[src/rtl/mc_ctrl_pkg.sv]
`timescale 1ns/1ps
package mc_ctrl_pkg;

    typedef enum logic [3:0] {
        ST_FETCH,
        ST_DECODE,
        ST_MADDR,
        ST_MREAD,
        ST_LDWB,
        ST_MWRITE,
        ST_REXEC,
        ST_RWB,
        ST_BRANCH
    } step_e;

    typedef enum logic [2:0] {
        CL_ALU,
        CL_LOAD,
        CL_STORE,
        CL_BRANCH,
        CL_NONE
    } cls_e;

    localparam logic [1:0] AOP_ADD  = 2'b00;
    localparam logic [1:0] AOP_SUB  = 2'b01;
    localparam logic [1:0] AOP_FUNC = 2'b10;

    localparam logic [1:0] BSEL_REG  = 2'b00;
    localparam logic [1:0] BSEL_FOUR = 2'b01;
    localparam logic [1:0] BSEL_IMM  = 2'b10;
    localparam logic [1:0] BSEL_OFFS = 2'b11;

    typedef struct packed {
        logic       mem_rd;
        logic       mem_wr;
        logic       addr_sel;
        logic       ir_we;
        logic       pc_we;
        logic       pc_we_cond;
        logic       pc_load;
        logic       rf_we;
        logic       rf_dst_sel;
        logic       rf_wdata_sel;
        logic       alu_a_sel;
        logic [1:0] alu_b_sel;
        logic [1:0] alu_op;
        logic       pc_src;
    } ctl_t;

    typedef struct packed {
        step_e step;
        cls_e  cls;
    } seq_t;

endpackage

[src/rtl/mc_op_classify.sv]
`timescale 1ns/1ps
module mc_op_classify
    import mc_ctrl_pkg::*;
#(
    parameter int              OP_W       = 6,
    parameter logic [OP_W-1:0] OPC_ALU    = 6'h00,
    parameter logic [OP_W-1:0] OPC_LOAD   = 6'h23,
    parameter logic [OP_W-1:0] OPC_STORE  = 6'h2B,
    parameter logic [OP_W-1:0] OPC_BRANCH = 6'h04
) (
    input  logic [OP_W-1:0] opcode,
    output cls_e            cls
);

    always_comb begin
        if (opcode == OPC_ALU)
            cls = CL_ALU;
        else if (opcode == OPC_LOAD)
            cls = CL_LOAD;
        else if (opcode == OPC_STORE)
            cls = CL_STORE;
        else if (opcode == OPC_BRANCH)
            cls = CL_BRANCH;
        else
            cls = CL_NONE;
    end

endmodule

[src/rtl/mc_seq_state.sv]
`timescale 1ns/1ps
module mc_seq_state
    import mc_ctrl_pkg::*;
(
    input  logic  clk,
    input  logic  rst,
    input  cls_e  cls_in,
    output step_e step
);

    seq_t seq_d, seq_q;

    always_comb begin
        seq_d = seq_q;
        case (seq_q.step)
            ST_FETCH:  seq_d.step = ST_DECODE;
            ST_DECODE: begin
                seq_d.cls = cls_in;
                case (cls_in)
                    CL_ALU:             seq_d.step = ST_REXEC;
                    CL_LOAD, CL_STORE:  seq_d.step = ST_MADDR;
                    CL_BRANCH:          seq_d.step = ST_BRANCH;
                    default:            seq_d.step = ST_FETCH;
                endcase
            end
            ST_MADDR:  seq_d.step = (seq_q.cls == CL_LOAD) ? ST_MREAD : ST_MWRITE;
            ST_MREAD:  seq_d.step = ST_LDWB;
            ST_REXEC:  seq_d.step = ST_RWB;
            default:   seq_d.step = ST_FETCH;
        endcase
    end

    always_ff @(posedge clk) begin
        if (rst) begin
            seq_q.step <= ST_FETCH;
            seq_q.cls  <= CL_NONE;
        end else begin
            seq_q <= seq_d;
        end
    end

    assign step = seq_q.step;

    p_fetch_then_decode_r2: assert property (@(posedge clk) disable iff (rst)
        (seq_q.step == ST_FETCH) |=> (seq_q.step == ST_DECODE));

    p_rwb_after_exec_r4: assert property (@(posedge clk) disable iff (rst)
        (seq_q.step == ST_RWB) |-> ($past(seq_q.step) == ST_REXEC));

    p_ldwb_after_read_r8: assert property (@(posedge clk) disable iff (rst)
        (seq_q.step == ST_LDWB) |-> ($past(seq_q.step) == ST_MREAD));

    p_noop_exit_r9: assert property (@(posedge clk) disable iff (rst)
        (seq_q.step == ST_DECODE && cls_in == CL_NONE) |=> (seq_q.step == ST_FETCH));

    p_class_held_r12: assert property (@(posedge clk) disable iff (rst)
        (seq_q.step != ST_DECODE) |=> $stable(seq_q.cls));

endmodule

[src/rtl/mc_ctl_drive.sv]
`timescale 1ns/1ps
module mc_ctl_drive
    import mc_ctrl_pkg::*;
(
    input  logic  clk,
    input  logic  rst,
    input  logic  zero,
    input  step_e step,
    output ctl_t  ctl
);

    ctl_t w;

    always_comb begin
        w = '0;
        case (step)
            ST_FETCH: begin
                w.mem_rd    = 1'b1;
                w.ir_we     = 1'b1;
                w.pc_we     = 1'b1;
                w.alu_b_sel = BSEL_FOUR;
                w.alu_op    = AOP_ADD;
            end
            ST_DECODE: begin
                w.alu_b_sel = BSEL_OFFS;
                w.alu_op    = AOP_ADD;
            end
            ST_MADDR: begin
                w.alu_a_sel = 1'b1;
                w.alu_b_sel = BSEL_IMM;
                w.alu_op    = AOP_ADD;
            end
            ST_MREAD: begin
                w.mem_rd   = 1'b1;
                w.addr_sel = 1'b1;
            end
            ST_LDWB: begin
                w.rf_we        = 1'b1;
                w.rf_wdata_sel = 1'b1;
            end
            ST_MWRITE: begin
                w.mem_wr   = 1'b1;
                w.addr_sel = 1'b1;
            end
            ST_REXEC: begin
                w.alu_a_sel = 1'b1;
                w.alu_b_sel = BSEL_REG;
                w.alu_op    = AOP_FUNC;
            end
            ST_RWB: begin
                w.rf_we      = 1'b1;
                w.rf_dst_sel = 1'b1;
            end
            ST_BRANCH: begin
                w.alu_a_sel  = 1'b1;
                w.alu_b_sel  = BSEL_REG;
                w.alu_op     = AOP_SUB;
                w.pc_we_cond = 1'b1;
                w.pc_src     = 1'b1;
            end
            default: w = '0;
        endcase
        w.pc_load = w.pc_we | (w.pc_we_cond & zero);
        if (rst) begin
            w.mem_rd     = 1'b0;
            w.mem_wr     = 1'b0;
            w.ir_we      = 1'b0;
            w.pc_we      = 1'b0;
            w.pc_we_cond = 1'b0;
            w.pc_load    = 1'b0;
            w.rf_we      = 1'b0;
        end
        ctl = w;
    end

    always_ff @(posedge clk) begin
        if (rst) begin
            p_reset_quiet_r1: assert (!(ctl.mem_rd || ctl.mem_wr || ctl.ir_we || ctl.pc_we ||
                                        ctl.pc_we_cond || ctl.pc_load || ctl.rf_we));
        end
    end

    p_branch_follows_zero_r5: assert property (@(posedge clk) disable iff (rst)
        (step == ST_BRANCH) |-> (ctl.pc_load == zero));

    p_pcload_idle_r10: assert property (@(posedge clk) disable iff (rst)
        (step != ST_FETCH && step != ST_BRANCH) |-> !ctl.pc_load);

    p_fetch_loads_pc_r10: assert property (@(posedge clk) disable iff (rst)
        (step == ST_FETCH) |-> ctl.pc_load);

    p_rdwr_exclusive_r13: assert property (@(posedge clk) disable iff (rst)
        !(ctl.mem_rd && ctl.mem_wr));

endmodule

[src/rtl/mc_alu_decode.sv]
`timescale 1ns/1ps
module mc_alu_decode
    import mc_ctrl_pkg::*;
#(
    parameter int              FN_W    = 6,
    parameter int              AC_W    = 4,
    parameter logic [FN_W-1:0] FN_ADD  = 6'h20,
    parameter logic [FN_W-1:0] FN_SUB  = 6'h22,
    parameter logic [FN_W-1:0] FN_AND  = 6'h24,
    parameter logic [FN_W-1:0] FN_OR   = 6'h25,
    parameter logic [FN_W-1:0] FN_SLT  = 6'h2A,
    parameter logic [AC_W-1:0] AC_AND  = 4'b0000,
    parameter logic [AC_W-1:0] AC_OR   = 4'b0001,
    parameter logic [AC_W-1:0] AC_ADD  = 4'b0010,
    parameter logic [AC_W-1:0] AC_SUB  = 4'b0110,
    parameter logic [AC_W-1:0] AC_SLT  = 4'b0111
) (
    input  logic            clk,
    input  logic            rst,
    input  logic [1:0]      alu_op,
    input  logic [FN_W-1:0] funct,
    output logic [AC_W-1:0] alu_ctrl
);

    always_comb begin
        case (alu_op)
            AOP_ADD: alu_ctrl = AC_ADD;
            AOP_SUB: alu_ctrl = AC_SUB;
            default: begin
                if (funct == FN_SUB)
                    alu_ctrl = AC_SUB;
                else if (funct == FN_AND)
                    alu_ctrl = AC_AND;
                else if (funct == FN_OR)
                    alu_ctrl = AC_OR;
                else if (funct == FN_SLT)
                    alu_ctrl = AC_SLT;
                else if (funct == FN_ADD)
                    alu_ctrl = AC_ADD;
                else
                    alu_ctrl = AC_ADD;
            end
        endcase
    end

    p_fixed_add_r11: assert property (@(posedge clk) disable iff (rst)
        (alu_op == AOP_ADD) |-> (alu_ctrl == AC_ADD));

    p_fixed_sub_r11: assert property (@(posedge clk) disable iff (rst)
        (alu_op == AOP_SUB) |-> (alu_ctrl == AC_SUB));

endmodule

[src/rtl/mc_ctrl_seq.sv]
`timescale 1ns/1ps
module mc_ctrl_seq
    import mc_ctrl_pkg::*;
#(
    parameter int OP_W = 6,
    parameter int FN_W = 6,
    parameter int AC_W = 4
) (
    input  logic            clk,
    input  logic            rst,
    input  logic [OP_W-1:0] opcode,
    input  logic [FN_W-1:0] funct,
    input  logic            zero,
    output logic            mem_rd,
    output logic            mem_wr,
    output logic            addr_sel,
    output logic            ir_we,
    output logic            pc_we,
    output logic            pc_we_cond,
    output logic            pc_load,
    output logic            rf_we,
    output logic            rf_dst_sel,
    output logic            rf_wdata_sel,
    output logic            alu_a_sel,
    output logic [1:0]      alu_b_sel,
    output logic [1:0]      alu_op,
    output logic            pc_src,
    output logic [AC_W-1:0] alu_ctrl
);

    cls_e  cls;
    step_e step;
    ctl_t  ctl;

    mc_op_classify #(.OP_W(OP_W)) i_classify (
        .opcode (opcode),
        .cls    (cls)
    );

    mc_seq_state i_state (
        .clk    (clk),
        .rst    (rst),
        .cls_in (cls),
        .step   (step)
    );

    mc_ctl_drive i_drive (
        .clk  (clk),
        .rst  (rst),
        .zero (zero),
        .step (step),
        .ctl  (ctl)
    );

    mc_alu_decode #(.FN_W(FN_W), .AC_W(AC_W)) i_alu_dec (
        .clk      (clk),
        .rst      (rst),
        .alu_op   (ctl.alu_op),
        .funct    (funct),
        .alu_ctrl (alu_ctrl)
    );

    assign mem_rd       = ctl.mem_rd;
    assign mem_wr       = ctl.mem_wr;
    assign addr_sel     = ctl.addr_sel;
    assign ir_we        = ctl.ir_we;
    assign pc_we        = ctl.pc_we;
    assign pc_we_cond   = ctl.pc_we_cond;
    assign pc_load      = ctl.pc_load;
    assign rf_we        = ctl.rf_we;
    assign rf_dst_sel   = ctl.rf_dst_sel;
    assign rf_wdata_sel = ctl.rf_wdata_sel;
    assign alu_a_sel    = ctl.alu_a_sel;
    assign alu_b_sel    = ctl.alu_b_sel;
    assign alu_op       = ctl.alu_op;
    assign pc_src       = ctl.pc_src;

endmodule

[config.mk]
export PLATFORM = sky130hd
export DESIGN_NAME = mc_ctrl_seq
export DESIGN_NICKNAME = d
export VERILOG_FILES = /design/src/rtl/mc_ctrl_pkg.sv /design/src/rtl/mc_op_classify.sv /design/src/rtl/mc_seq_state.sv /design/src/rtl/mc_ctl_drive.sv /design/src/rtl/mc_alu_decode.sv /design/src/rtl/mc_ctrl_seq.sv
export SDC_FILE = /design/constraint.sdc
export NUM_CORES = 1
export LEC_CHECK = 0
export BUFFER_PORTS_ARGS = -buffer_cell sky130_fd_sc_hd__buf_2
export CORE_MARGIN = 2
export CORE_UTILIZATION = 40
export CTS_BUF_LIST = sky130_fd_sc_hd__clkbuf_8 sky130_fd_sc_hd__clkbuf_16
export DETAILED_ROUTE_END_ITERATION = 16
export PLACE_DENSITY = 0.71
export SLEW_MARGIN = 20
export SYNTH_ARGS = -nofsm -noshare
export SYNTH_HDL_FRONTEND = slang
export SYNTH_HIERARCHICAL = 1
export SYNTH_SLANG_ARGS = --single-unit
[constraint.sdc]
create_clock -name clk -period 2.5 [get_ports clk]
set_input_delay 0.375 -clock clk [delete_from_list [all_inputs] [get_ports clk]]
set_output_delay 0.375 -clock clk [all_outputs]
set_load 0.01 [all_outputs]
==> out/metrics.cfg <==
[outcome]
outcome = finished clean

[synthesis]
synth_top_area_share_pct = 19.6
yosysUniqueCellTypes = 39
syn_inst = 79
synth_top_cell_by_area = dfxtp_1
synthTopCellsByArea = dfxtp_1 (20%), buf_4 (6.3%), nand2b_1 (4.4%)
syn_area_um2 = 713
avgSynthCellArea_um2 = 9.03
synth_seq_cells = 7
ys_seq_area_share_pct = 19.6
syn_nets = 94
synth-warning-count = 6

[worst_setup_path]
worst_ep_arrival_time_ns = 1.92
crit_type = reg2out
r2r_end = i_state/step[2]
end_kind = output port
crit_path_end = alu_ctrl[1]
critPathBufInv = 1
cpLargestDelayFamily = simple AND/OR/NAND/NOR gates
start_kind = register
crit_path_top_delay_cell = or4b_1
critPathMaxFanout = 14
crit_start = i_state/step[0]
crit_cells = 5
reg2reg_depth = 3
crit_chain = or2b_1 > nor2_1 > nand3b_4 > or4b_1 > buf_2
rrSetupSlack_ns = 1.00
critical_path_required_ns = 2.12
crit_path_max_incr_delay_ns = 0.46
timing.rr.start = i_state/step[0]

[sta]
fin_hold_ws_ns = 0.480
hold_viol_final = 0
fin_setup_tns_ns = 0
fmax_mhz = 435
rsz0062_at_grt = false
skew_ns = 0.00361
drv_slew = 0
period_share_pct = 91.9
finalSetupViolations = 0
period_minus_slack_ns = 2.30

[finish]
diodes = 0
final_area_um2 = 911
fin_cells = 135
mostFrequentLayoutCells = buf_2 (33), dfxtp_1 (7), nor2_1 (6), nand2b_1 (5), a21oi_1 (4)
syn_to_final_growth_pct = 27.7
final_util_pct = 53.3
drive_gt1_share_pct = 45.5
fillerInstances = 165
nets = 126
final_common_cell = buf_2

[floorplan]
core_um2 = 1710
num_rows = 15
io_pins = 35
dieWidth_um = 46.2
start_util_pct = 41.8
die_area_um2 = 2140
fp.dieH_um = 46.2

[job]
drv_cap = 0

[placed_design]
placed_cells = 131
place_area_um2 = 866
dp.final_hpwl_um = 1200
port_buffers = 33
gp_congestion = 0.815

[clock_tree]
clock_latency_ns = 0.22
clk_pin_slew_worst_paths_ns = 0.04
clockBufferDepth = 2
cts_tree = done
postCtsHoldBufs = 0
cts_buffers = 3
cts_resized = 0
h-tree-depth = 1
postCtsSetupRepairBufs = 0
cts_sinks = 7
root_buffer = clkbuf_8

[global_routing]
gr-usage-all-layers_pct = 14.5
grt_overflow_total = 0
grt_pass1_wl_um = 2310
grt_pass1_vias = 576
grt_max_degree = 18
antenna_found_initial = 0

[detailed_routing]
routedWlPerCell_um = 11.1
drcViolationCount = 0
ant_nets = 0
routed_wl_um = 1500
drtIter0Drc = 7
viasPerCell = 5.20
dr_total_vias = 702
first_pass_iters = 4

[hold_path]
holdCritPathClass = in2reg
worstHoldStart = rst

[power_and_ir_drop]
power_density_nw_per_um2 = 369
max-vdd-ir-drop_mv = 0.287
p_leak_uw = 0.000405

==> final cells by class <==
class / count / area (µm²) / share of cell area [%]
multi-input combinational: 61 / 499 / 54.8
timing repair buffer: 36 / 188 / 20.6
sequential: 7 / 140 / 15.4
clock buffer: 3 / 41.3 / 4.53
tap: 25 / 31.3 / 3.43
inverter: 2 / 7.51 / 0.824
clock inverter: 1 / 3.75 / 0.412
==> worst min-delay path by stage <==
stage | cells past startpoint | endpoint | slack, ns
2_1_floorplan | 1 | i_state/seq_q[0] | 0.45
3_3_place_gp | 2 | i_state/seq_q[1] | 0.48
3_5_place_dp | 2 | i_state/seq_q[1] | 0.50
4_1_cts | 2 | i_state/seq_q[1] | 0.48
5_1_grt | 2 | i_state/seq_q[1] | 0.50
6_report | 2 | i_state/seq_q[1] | 0.48
==> per-stage QoR <==
stage / total power (µW) / setup WS [ns]
after floorplan: 166 / 0.262
after global placement: 187 / 0.496
after detailed placement: 189 / 0.447
after CTS: 343 / 0.197
after global routing: 360 / 0.0728
final: 336 / 0.202
==> state kept, by name (all words and copies together) (netlist names) <==
signal,cells
i_state/seq_q,3
i_state/step,4
==> logic make-up after synthesis <==
family / after synthesis / synth area share (%)
multiplexers: 2 / 2.81
flip-flops: 7 / 19.6
buffers and inverters: 11 / 10.4
AND/OR/NAND/NOR: 43 / 48.9
other: 1 / 0.526
AO/OA/AOI/OAI: 13 / 15.3
XOR/XNOR: 2 / 2.46
==> power by group <==
group	leakage (µW)	switching (µW)	total (µW)	internal [µW]
clock network	0.0000269	43.0	149	106
registers	0.0000570	5.43	121	115
logic	0.000321	32.4	67.1	34.7
total	0.000405	80.8	336	256
==> layer usage <==
metal  routed length [µm]  track usage, %  up-vias
met4                    0            3.43        0
met1                  706            18.0      314
met2                  676            25.0       35
met5                    0               0        -
met3                  113            3.53        0
li1                     -               -      353
==> cells in the mapped netlist <==
master / count
a2111oi_4: 1
a211o_1: 1
a21o_1: 1
a21oi_1: 4
a311oi_1: 1
and2_1: 2
and4b_2: 1
buf_2: 2
buf_4: 6
buf_6: 1
conb_1: 1
dfxtp_1: 7
inv_1: 2
mux2i_1: 2
nand2b_1: 5
nand3b_4: 1
nand4b_1: 1
nand4bb_1: 2
nor2_1: 6
nor2b_1: 3
nor3_1: 3
nor3b_1: 2
nor4_1: 2
nor4b_1: 3
nor4b_2: 2
nor4b_4: 1
o21a_1: 1
o21bai_1: 1
o22ai_1: 2
o32ai_1: 1
or2_2: 1
or2_4: 2
or2b_1: 1
or3b_2: 1
or4_1: 1
or4_4: 1
or4b_1: 2
xnor2_1: 1
xor2_1: 1
(Power assumes the default switching activity.)
